File: config.mk
export PLATFORM = sky130hd
export DESIGN_NAME = tdm_frame_arbiter
export DESIGN_NICKNAME = d
export VERILOG_FILES = /design/src/rtl/tdm_arb_pkg.sv /design/src/rtl/tdm_arb_slot_ctr.sv /design/src/rtl/tdm_arb_holdoff.sv /design/src/rtl/tdm_arb_fsm.sv /design/src/rtl/tdm_frame_arbiter.sv
export SDC_FILE = /design/constraint.sdc
export NUM_CORES = 1
export LEC_CHECK = 0
export ABC_CLOCK_PERIOD_IN_PS = 4800
export BUFFER_PORTS_ARGS = -buffer_cell sky130_fd_sc_hd__clkbuf_2
export CAP_MARGIN = 20
export CORE_MARGIN = 1.5
export CORE_UTILIZATION = 30
export DETAILED_ROUTE_END_ITERATION = 10
export GPL_ROUTABILITY_DRIVEN = 0
export PLACE_DENSITY = 0.56
export SYNTH_ARGS = -nofsm -noshare
export SYNTH_HDL_FRONTEND = slang
export SYNTH_SLANG_ARGS = --single-unit
File: constraint.sdc
create_clock -name clk -period 4.8 [get_ports clk]
set_input_delay 0.48 -clock clk [delete_from_list [all_inputs] [get_ports clk]]
set_output_delay 0.48 -clock clk [all_outputs]
set_load 0.01 [all_outputs]
File: src/rtl/tdm_arb_pkg.sv
`timescale 1ns/1ps
package tdm_arb_pkg;

    localparam int ARB_OCT_W       = 8;
    localparam int ARB_ADDR_W      = 3;
    localparam int ARB_HOLD_FRAMES = 2;

    typedef enum logic [1:0] {
        ARB_IDLE    = 2'd0,
        ARB_CONTEND = 2'd1,
        ARB_WON     = 2'd2,
        ARB_OWN     = 2'd3
    } arb_st_e;

    // True in states where the device puts its address on the bus
    function automatic logic arb_drives_addr(input arb_st_e st);
        return (st == ARB_CONTEND) || (st == ARB_OWN);
    endfunction

endpackage

File: src/rtl/tdm_arb_slot_ctr.sv
`timescale 1ns/1ps
module tdm_arb_slot_ctr #(
    parameter int OCT_W  = 8,
    parameter int SLOT_W = $clog2(OCT_W)
) (
    input  logic              clk,
    input  logic              rst,
    input  logic              frame_strobe,
    input  logic              slot_strobe,
    output logic [SLOT_W-1:0] slot_idx,
    output logic              slot_tick
);
    localparam logic [SLOT_W-1:0] TOP_SLOT = SLOT_W'(OCT_W - 1);

    // A frame strobe wins over a coincident slot strobe
    assign slot_tick = slot_strobe && !frame_strobe;

    always_ff @(posedge clk) begin
        if (rst || frame_strobe) begin
            slot_idx <= TOP_SLOT;
        end else if (slot_tick) begin
            slot_idx <= slot_idx - 1'b1;
        end
    end
endmodule

File: src/rtl/tdm_arb_holdoff.sv
`timescale 1ns/1ps
module tdm_arb_holdoff #(
    parameter int HOLD_FRAMES = 2,
    parameter int CNT_W       = $clog2(HOLD_FRAMES + 1)
) (
    input  logic clk,
    input  logic rst,
    input  logic start,
    input  logic acc_tick,
    input  logic line,
    output logic clear
);
    localparam logic [CNT_W-1:0] RELOAD = CNT_W'(HOLD_FRAMES);

    logic [CNT_W-1:0] cnt;

    always_ff @(posedge clk) begin
        if (rst) begin
            cnt <= '0;
        end else if (start) begin
            cnt <= RELOAD;
        end else if (acc_tick && cnt != '0) begin
            // free frame counts down, a busy frame restarts the run
            cnt <= line ? cnt - 1'b1 : RELOAD;
        end
    end

    assign clear = (cnt == '0);
endmodule

File: src/rtl/tdm_arb_fsm.sv
`timescale 1ns/1ps
module tdm_arb_fsm
    import tdm_arb_pkg::*;
#(
    parameter int OCT_W   = 8,
    parameter int ADDR_W  = 3,
    parameter int SLOT_W  = $clog2(OCT_W)
) (
    input  logic              clk,
    input  logic              rst,
    input  logic              frame_strobe,
    input  logic              slot_tick,
    input  logic [SLOT_W-1:0] slot_idx,
    input  logic              line,
    input  logic              req,
    input  logic              hold_clear,
    input  logic [OCT_W-1:0]  addr_ext,
    output arb_st_e           state,
    output logic              hold_start
);
    localparam logic [SLOT_W-1:0] ACC_SLOT = SLOT_W'(ADDR_W);

    logic lost_now;

    assign lost_now   = addr_ext[slot_idx] && !line;
    assign hold_start = frame_strobe && !req &&
                        (state == ARB_WON || state == ARB_OWN);

    always_ff @(posedge clk) begin
        if (rst) begin
            state <= ARB_IDLE;
        end else if (frame_strobe) begin
            unique case (state)
                ARB_WON:     state <= req ? ARB_OWN : ARB_IDLE;
                ARB_OWN:     state <= req ? ARB_OWN : ARB_IDLE;
                ARB_CONTEND: state <= ARB_IDLE;
                default:     state <= ARB_IDLE;
            endcase
        end else if (slot_tick) begin
            unique case (state)
                ARB_IDLE: begin
                    if (slot_idx == ACC_SLOT && req && hold_clear && line)
                        state <= ARB_CONTEND;
                end
                ARB_CONTEND: begin
                    if (slot_idx < ACC_SLOT) begin
                        if (lost_now)
                            state <= ARB_IDLE;
                        else if (slot_idx == '0)
                            state <= ARB_WON;
                    end
                end
                default: state <= state;
            endcase
        end
    end
endmodule

File: src/rtl/tdm_frame_arbiter.sv
`timescale 1ns/1ps
module tdm_frame_arbiter
    import tdm_arb_pkg::*;
#(
    parameter int OCT_W       = ARB_OCT_W,
    parameter int ADDR_W      = ARB_ADDR_W,
    parameter int HOLD_FRAMES = ARB_HOLD_FRAMES
) (
    input  logic              clk,
    input  logic              rst,
    input  logic              frame_strobe,
    input  logic              slot_strobe,
    input  logic              bus_in,
    input  logic              sw_req,
    input  logic              tx_pending,
    input  logic [ADDR_W-1:0] my_addr,
    output logic              bus_out,
    output logic              grant
);
    localparam int SLOT_W = $clog2(OCT_W);
    localparam logic [SLOT_W-1:0] ACC_SLOT = SLOT_W'(ADDR_W);

    logic [SLOT_W-1:0] slot_idx;
    logic              slot_tick;
    logic              hold_clear;
    logic              hold_start;
    logic              req;
    logic [OCT_W-1:0]  addr_ext;
    arb_st_e           arb_state;

    assign req      = sw_req || tx_pending;
    assign addr_ext = {{(OCT_W - ADDR_W){1'b1}}, my_addr};

    tdm_arb_slot_ctr #(.OCT_W(OCT_W)) u_slot (
        .clk          (clk),
        .rst          (rst),
        .frame_strobe (frame_strobe),
        .slot_strobe  (slot_strobe),
        .slot_idx     (slot_idx),
        .slot_tick    (slot_tick)
    );

    tdm_arb_holdoff #(.HOLD_FRAMES(HOLD_FRAMES)) u_hold (
        .clk      (clk),
        .rst      (rst),
        .start    (hold_start),
        .acc_tick (slot_tick && slot_idx == ACC_SLOT),
        .line     (bus_in),
        .clear    (hold_clear)
    );

    tdm_arb_fsm #(.OCT_W(OCT_W), .ADDR_W(ADDR_W)) u_fsm (
        .clk          (clk),
        .rst          (rst),
        .frame_strobe (frame_strobe),
        .slot_tick    (slot_tick),
        .slot_idx     (slot_idx),
        .line         (bus_in),
        .req          (req),
        .hold_clear   (hold_clear),
        .addr_ext     (addr_ext),
        .state        (arb_state),
        .hold_start   (hold_start)
    );

    always_comb begin
        if (slot_idx == ACC_SLOT)
            bus_out = (arb_state != ARB_OWN);
        else if (slot_idx > ACC_SLOT)
            bus_out = 1'b1;
        else if (arb_drives_addr(arb_state))
            bus_out = addr_ext[slot_idx];
        else
            bus_out = 1'b1;
    end

    assign grant = (arb_state == ARB_OWN);
endmodule

==> flow_summary.json, run 1 <==
{
  "syn_nets": 79,
  "grt_start_max_net_pins": 10,
  "setup_ws_ps": 2840,
  "cts.sinks": 7,
  "cp_top_family": "simple AND/OR/NAND/NOR gates",
  "slew_headroom_pct": 61.9,
  "core_region_area_um2": 1560,
  "cap_violations": 0,
  "first_iter_violations": 8,
  "start_util_pct": 33.3,
  "synth_area_per_cell_um2": 7.99,
  "yosys_warnings": 0,
  "yosys-top-cells-area": "dfxtp_1, ha_1, a21oi_1",
  "total_power_mw": 0.140,
  "setup_viol": 0,
  "drive_above_1_share_pct": 27.3,
  "crit_arrival_ps": 2140,
  "peakVddDrop_mv": 0.0902,
  "post_cts_buffers": 0,
  "hpwl_um": 807,
  "gr-usage-all-layers_pct": 12.2,
  "grt_antenna_before_repair": 0,
  "period_minus_slack_ps": 1960,
  "die_x_um": 44.6,
  "crit_path_max_fanout": 7,
  "portBuffers": 11,
  "dieHeight_um": 44.6,
  "hold_viol": 0,
  "route.detailed.drc": 0,
  "crit_slowest_cell": "or4_4",
  "ys_seq_area_share_pct": 27.0,
  "synth-seq-cells": 7,
  "row_count": 14,
  "diodes": 0,
  "finalCritPeriodShare_pct": 40.8,
  "maxSlewViolCount": 0,
  "holdBufCountCts": 0,
  "wl_mm": 1.01,
  "dieArea_um2": 1990,
  "status": "finished clean",
  "clock-skew-final_ps": 3.98,
  "fmax_mhz": 511,
  "cp_data_required_time_ps": 4990,
  "via_per_inst": 5.14,
  "powerDensity_nw_per_um2": 230,
  "path_clk_slew_ps": 60,
  "crit_buf_inv": 0,
  "syn_to_final_growth_pct": 17.1,
  "synth_cells": 65,
  "min_path_type": "input pin to flop",
  "final.setup.tns_ps": 0,
  "gr-total-overflow": 0,
  "synth_area_um2": 519,
  "synth_top_area_share_pct": 27.0,
  "clock_latency_ps": 250,
  "nets": 92,
  "cts_buffers": 3,
  "grt_pass1_wl_mm": 1.67,
  "crit_path_start_kind": "flop",
  "avgRoutedWirePerCell_um": 10.8,
  "ioPinCount": 12,
  "critPathMaxStageDelay_ps": 510,
  "vias": 478,
  "synth_largest_area_cell": "dfxtp_1",
  "critPathKind": "flop to flop",
  "cts_tree": "done",
  "rsz0062_at_grt": "no",
  "ctsResizeCount": 0,
  "cts_buffer_depth": 2,
  "worstMarginPinSlew_ps": 564,
  "crit_path_cell_trace": "ha_1 -> nand2b_4 -> or4_4 -> and2_4 -> o31a_1 -> nor3_2",
  "ant_nets": 0,
  "cts_root_buf": "clkbuf_4",
  "synth.distinct_cells": 31,
  "cts-htree-levels": 1,
  "grt_pass1_vias": 393,
  "dp_slack_ps": 2850,
  "critPathCaptureType": "flop",
  "utilization_pct": 39.0,
  "first_pass_iters": 6,
  "p_leak_nw": 0.291
}
cells in the mapped netlist:
cell type / count
nor4b_1: 2
o311a_1: 1
inv_1: 6
o32ai_1: 1
ha_1: 4
or4_4: 1
nand2b_4: 1
buf_2: 1
nor3_1: 1
mux2i_1: 1
o21ai_0: 4
mux2_2: 1
xnor2_1: 1
nand2_1: 8
nor3_2: 1
dfxtp_1: 7
o31a_1: 1
a211oi_1: 1
a311oi_1: 1
o211ai_1: 1
and2b_2: 1
and2_1: 1
nor2_1: 3
clkbuf_1: 2
a2111oi_0: 1
and3_2: 1
nor3b_1: 1
and2_4: 1
nand3_1: 2
and3_1: 1
a21oi_1: 6
flip-flops by register name (all words and copies together), names as in the netlist:
signal           cells
u_hold.cnt           2
u_fsm.state          2
u_slot.slot_idx      3
metal layers:
metal / vias to the layer above / track usage [%] / routed length, um
met4: 0 / 12.7 / 15
met2: 6 / 16.5 / 447
met1: 210 / 14.5 / 515
li1: 260 / - / -
met5: - / 0 / 0
met3: 2 / 3.67 / 30
cells in the final DEF, fill, tap and decap left out, drive strengths merged, types with 2 or more instances in the layout:
| cell type | count |
|---|---|
| and3 | 2 |
| nor3 | 2 |
| clkbuf | 15 |
| o21ai | 4 |
| inv | 6 |
| a21oi | 6 |
| nor4b | 2 |
| nor2 | 3 |
| nand3 | 2 |
| and2 | 2 |
| ha | 4 |
| nand2 | 8 |
| dfxtp | 7 |
final timing paths:
path	startpoint	end	slack [ps]	depth (start not counted)
worst max-delay path	u_slot.slot_idx[0]	u_fsm.state[1]	2840	6
worst min-delay path	rst	u_fsm.state[1]	450	2
worst max register to register	u_slot.slot_idx[0]	u_fsm.state[1]	2840	6
worst min register to register	u_fsm.state[1]	u_hold.cnt[1]	530	2
worst register-to-register path, stage by stage (launching register included):
cell and delay, ps:
dfxtp_1 460, ha_1 290, nand2b_4 70, or4_4 510
and2_4 150, o31a_1 280, nor3_2 130
report_power, final:
group          internal (mW)  switching [mW]
combinational         0.0103          0.0121
sequential            0.0603         0.00261
clock                 0.0318          0.0226
area by class of cell:
class | count | area [um2]
Timing Repair Buffer | 11 | 55.1
Sequential cell | 7 | 140
Multi-Input combinational cell | 49 | 344
Clock buffer | 4 | 26.3
Tap cell | 16 | 20.0
Inverter | 6 | 22.5
Fill cell | 168 | 951
through the flow:
stage / hold WS (ps) / cell area [um2] / instances
2_1_floorplan: 474 / 519 / 65
3_3_place_gp: 534 / 582 / 89
3_5_place_dp: 530 / 582 / 89
4_1_cts: 447 / 608 / 93
5_1_grt: 446 / 608 / 93
6_report: 453 / 608 / 93
cell families (layout without fill, tap and decap cells):
| group | after synthesis | after routing | share of synthesized area (%) |
|---|---|---|---|
| AND/OR/NAND/NOR | 25 | 25 | 29.6 |
| AO/OA/AOI/OAI | 17 | 17 | 21.2 |
| buffers and inverters | 9 | 21 | 6.75 |
| flip-flops | 7 | 7 | 27.0 |
| adder cells (fa/ha/maj) | 4 | 4 | 9.64 |
| multiplexers | 2 | 2 | 4.10 |
| XOR/XNOR | 1 | 1 | 1.69 |
No activity file was read; power rests on OpenSTA's default activity.
==> inputs of run 2 (changes only) <==
ABC_CLOCK_PERIOD_IN_PS = 1900   (was 4800)
clock period = 1.9 ns   (was 4.8 ns; I/O delays follow)
==> flow_summary.json, run 2 (synthesis gave the netlist of run 1 again) <==
{
  "status": "finished clean",
  "start_util_pct": 33.3,
  "cts.sinks": 7,
  "row_count": 14,
  "max_flop_register": "u_slot.slot_idx",
  "die_x_um": 44.6,
  "hpwl_um": 817,
  "post_cts_buffers": 0,
  "rsz0062_at_grt": "no",
  "mostFrequentLayoutCells": "clkbuf_2, nand2_1, inv_1, a21oi_1, dfxtp_1",
  "crit_path_max_fanout": 5,
  "utilization_pct": 41.3,
  "period_minus_slack_ps": 1820,
  "cts_tree": "done",
  "fin_area_um2": 644,
  "clock_latency_ps": 240,
  "syn_to_final_growth_pct": 24.1,
  "layout_commonest_cell": "clkbuf_2",
  "reg_top3": "u_slot.slot_idx: 3 flops, u_fsm.state: 2 flops, u_hold.cnt: 2 flops",
  "crit_path_cell_trace": "ha_4 -> nand2b_4 -> or4_4 -> and2_4 -> o31a_1 -> nor3_2",
  "cts_buffers": 3,
  "fillers": 157,
  "route.detailed.drc": 0,
  "largest_register_ffs": 3,
  "gr-usage-all-layers_pct": 12.9,
  "worstMarginPinSlew_ps": 410,
  "grt_start_max_net_pins": 10,
  "grt_antenna_before_repair": 0,
  "final.setup.tns_ps": 0,
  "ioPinCount": 12,
  "first_iter_violations": 4,
  "grt_pass1_wl_mm": 1.86,
  "drive_above_1_share_pct": 32.5,
  "ant_nets": 0,
  "dpl-instance-area_um2": 604,
  "crit_slowest_cell": "or4_4",
  "min_path_type": "input pin to flop",
  "dieHeight_um": 44.6,
  "critPathKind": "flop to flop",
  "slew_headroom_pct": 72.3,
  "via_per_inst": 5.11,
  "hold_viol": 0,
  "finalCritPeriodShare_pct": 95.9,
  "path_clk_slew_ps": 50,
  "nets": 95,
  "wl_mm": 1.06,
  "fmax_mhz": 549,
  "ff2ff_setup_slack_ps": 80,
  "cts_buffer_depth": 2,
  "critPathMaxStageDelay_ps": 510,
  "crit_path_start_kind": "flop",
  "peakVddDrop_mv": 0.251,
  "portBuffers": 11,
  "crit_arrival_ps": 2000,
  "cp_data_required_time_ps": 2070,
  "avgRoutedWirePerCell_um": 11.0,
  "cts_root_buf": "clkbuf_4",
  "whs_ps": 182,
  "setup_viol": 0,
  "clock-skew-final_ps": 1.62,
  "vias": 491,
  "dieArea_um2": 1990,
  "core_region_area_um2": 1560,
  "critPathCaptureType": "flop",
  "cts-htree-levels": 1,
  "cap_violations": 0,
  "p_leak_nw": 0.307,
  "maxSlewViolCount": 0,
  "powerDensity_nw_per_um2": 545,
  "gr-total-overflow": 0,
  "diodes": 0,
  "first_pass_iters": 4,
  "grt_pass1_vias": 477
}
==> run 2: cell types whose count changed in the layout (fill, tap and decap cells not counted), sizes merged <==
cell  delta
buf      +3
==> run 2: final timing paths <==
kind / from / end / depth (start not counted)
worst min-delay path: rst / u_hold.cnt[1] / 2
worst max register to register: u_slot.slot_idx[1] / u_fsm.state[1] / 6
worst min register to register: u_fsm.state[1] / u_hold.cnt[1] / 2
worst max-delay path: u_slot.slot_idx[1] / u_fsm.state[1] / 6
==> run 2: power breakdown <==
part           switching (mW)  internal (mW)  total [mW]
clock network          0.0500         0.0798       0.130
logic                  0.0321         0.0295      0.0616
registers             0.00704          0.153       0.160
==> run 2: area by class of cell <==
type                       instances  area (um2)  area share (%)
sequential                         7         141            21.9
tap                               16        20.0            3.11
timing repair buffer              14        77.6            12.0
clock buffer                       4        26.3            4.08
inverter                           6        22.5            3.50
multi-input combinational         49         357            55.3
==> run 2: timing repair <==
| item | CTS | global route |
|---|---|---|
| hold buffers | 0 | 0 |
| endpoints found under the setup margin | 0 | 2 |
| resized for setup | 0 | 3 |
==> run 2: critical path, delay by kind of cell, from the launching register on <==
kind,cells,cell delay [ps]
AO/OA/AOI/OAI,1,270
AND/OR/NAND/NOR,4,850
flip-flops,1,430
adder cells (fa/ha/maj),1,200
==> run 2: routing by layer <==
layer | track usage, % | up-vias | routed length, um
li1 | - | 262 | -
met1 | 15.0 | 223 | 512
met2 | 20.9 | 4 | 518
met3 | 1.22 | 2 | 17
met4 | 10.9 | 0 | 12
met5 | 0 | - | 0
==> run 2: stage by stage <==
stage                     power [mW]  worst slack (ps)  std cells
after floorplan                0.200               143         65
after global placement         0.222              58.1         92
after detailed placement       0.221              37.0         92
after CTS                      0.357              21.6         96
after global routing           0.379             0.255         96
final                          0.351              78.5         96
==> inputs of run 3 (changes only) <==
ABC_AREA = 1   (was not set)
PLACE_DENSITY = 0.59   (was 0.56)
==> flow_summary.json, run 3 <==
{
  "clock_latency_ps": 250,
  "grt_start_max_net_pins": 7,
  "critPathCaptureType": "primary output",
  "nets": 118,
  "gr-total-overflow": 0,
  "synth.distinct_cells": 21,
  "synthTopCellsByCount": "nand2_1, inv_1, inv_2, dfxtp_1",
  "core_region_area_um2": 1760,
  "cts_buffer_depth": 2,
  "synth_most_common_cell": "nand2_1",
  "slew_headroom_pct": 83.5,
  "layout_commonest_cell": "nand2_1",
  "synth_top_area_share_pct": 24.1,
  "min_path_type": "input pin to flop",
  "final.setup.tns_ps": 0,
  "vias": 552,
  "synth_edf_count": 0,
  "ff2ff_setup_slack_ps": 590,
  "via_per_inst": 4.31,
  "yosys_warnings": 0,
  "yosys-top-cells-area": "dfxtp_1, nand2_1, ha_1",
  "status": "finished clean",
  "wl_mm": 1.09,
  "portBuffers": 11,
  "r2r-start": "u_slot.slot_idx[0]",
  "finalCritPeriodShare_pct": 78.2,
  "largest_register_ffs": 3,
  "cp_data_required_time_ps": 1710,
  "peakVddDrop_mv": 0.232,
  "rsz0062_at_grt": "no",
  "grt_pass1_vias": 492,
  "max_flop_register": "u_slot.slot_idx",
  "fin_area_um2": 693,
  "worstReg2RegEnd": "u_fsm.state[0]",
  "hold_end": "u_slot.slot_idx[2]",
  "dieArea_um2": 2210,
  "cts-htree-levels": 1,
  "dp.cells": 124,
  "crit_path_max_fanout": 5,
  "path_clk_slew_ps": 50,
  "holdBufCountCts": 0,
  "drive_above_1_share_pct": 36.9,
  "r2r_cells": 10,
  "dpl-instance-area_um2": 667,
  "first_iter_violations": 9,
  "ant_nets": 0,
  "ys_seq_area_share_pct": 24.1,
  "mostFrequentLayoutCells": "nand2_1, clkbuf_2, inv_1",
  "grt_pass1_wl_mm": 1.88,
  "cts_root_buf": "clkbuf_4",
  "synth-seq-cells": 7,
  "ioPinCount": 12,
  "gr-usage-all-layers_pct": 12.1,
  "cts_buffers": 3,
  "route.detailed.drc": 0,
  "synth_area_um2": 581,
  "diodes": 0,
  "ctsResizeCount": 0,
  "synth_largest_area_cell": "dfxtp_1",
  "reg_top3": "u_slot.slot_idx: 3 flops, u_fsm.state: 2 flops, u_hold.cnt: 2 flops",
  "final_cells": 128,
  "synthAdderAreaFrac_pct": 8.62,
  "whs_path_depth": 3,
  "fmax_mhz": 673,
  "p_leak_nw": 0.373,
  "synth_flop_cell": "dfxtp_1",
  "period_minus_slack_ps": 1490,
  "dp_slack_ps": 594,
  "cts_tree": "done",
  "hold_viol": 0,
  "synth_area_per_cell_um2": 6.60,
  "synthXorXnorAreaFrac_pct": 0,
  "hpwl_um": 930,
  "synth_compound_area_share_pct": 10.8,
  "row_count": 15,
  "min-delay-start": "rst",
  "crit_arrival_ps": 1300,
  "clock-skew-final_ps": 2.83,
  "post_cts_buffers": 0,
  "grt_antenna_before_repair": 0,
  "syn_nets": 102,
  "syn_to_final_growth_pct": 19.4,
  "powerDensity_nw_per_um2": 541,
  "synth_simple_gate_area_share_pct": 43.5,
  "critPathKind": "flop to primary output",
  "setup_viol": 0,
  "first_pass_iters": 4,
  "cap_violations": 0,
  "ys_async_sr_fraction_pct": 0,
  "total_power_mw": 0.375,
  "dieHeight_um": 47.0,
  "cts.sinks": 7,
  "setup_ws_ps": 414,
  "muxShareOfSynthArea_pct": 0,
  "crit_path_start_kind": "flop",
  "maxSlewViolCount": 0,
  "avgRoutedWirePerCell_um": 8.55,
  "die_x_um": 47.0,
  "synth_cells": 88,
  "worstMarginPinSlew_ps": 247,
  "start_util_pct": 32.9,
  "synth_top_family_by_area": "simple AND/OR/NAND/NOR gates"
}
[run 3: worst max-delay path by stage]
stage,depth (start not counted),end,startpoint
after floorplan,10,u_fsm.state[0],u_slot.slot_idx[0]
after global placement,10,u_fsm.state[0],u_slot.slot_idx[0]
after detailed placement,10,u_fsm.state[0],u_slot.slot_idx[0]
after CTS,6,bus_out,u_slot.slot_idx[0]
after global routing,6,bus_out,u_slot.slot_idx[0]
final,6,bus_out,u_slot.slot_idx[0]
[run 3: cell families (layout without fill, tap and decap cells)]
logic type | after synthesis | after routing
AO/OA/AOI/OAI | 11 | 11
adder cells (fa/ha/maj) | 4 | 4
flip-flops | 7 | 7
AND/OR/NAND/NOR | 46 | 46
buffers and inverters | 20 | 35
[run 3: cell type report]
cell class | count | area [um2]
Tap cell | 25 | 31.3
Clock buffer | 4 | 26.3
Sequential cell | 7 | 140
Timing Repair Buffer | 11 | 55.1
Inverter | 20 | 75.1
Fill cell | 199 | 1070
Multi-Input combinational cell | 61 | 365
[run 3: power by group]
part / internal, mW / switching [mW] / total, mW
Clock: 0.0804 / 0.0592 / 0.140
Sequential: 0.153 / 0.00981 / 0.163
Combinational: 0.0300 / 0.0424 / 0.0723
[run 3: per-layer routing]
metal	wire length [um]	vias up	GRT usage (%)
met4	11	0	5.00
met5	0	-	0
met3	36	2	4.62
met1	542	236	14.3
met2	503	8	19.7
li1	-	306	-
[run 3: per-stage QoR]
stage                     hold slack (ps)  util [%]
final                                 214      39.3
after global routing                  214      39.3
after CTS                             206      39.3
after detailed placement              480      37.8
after global placement                462      37.8
after floorplan                       316         -
[run 3: critical path, cell delays in order (launching register included)]
cell and delay, ps:
dfxtp_1 350, ha_1 240, nand2_4 110, nand2_1 50
o22ai_1 120, inv_1 50, clkbuf_2 120
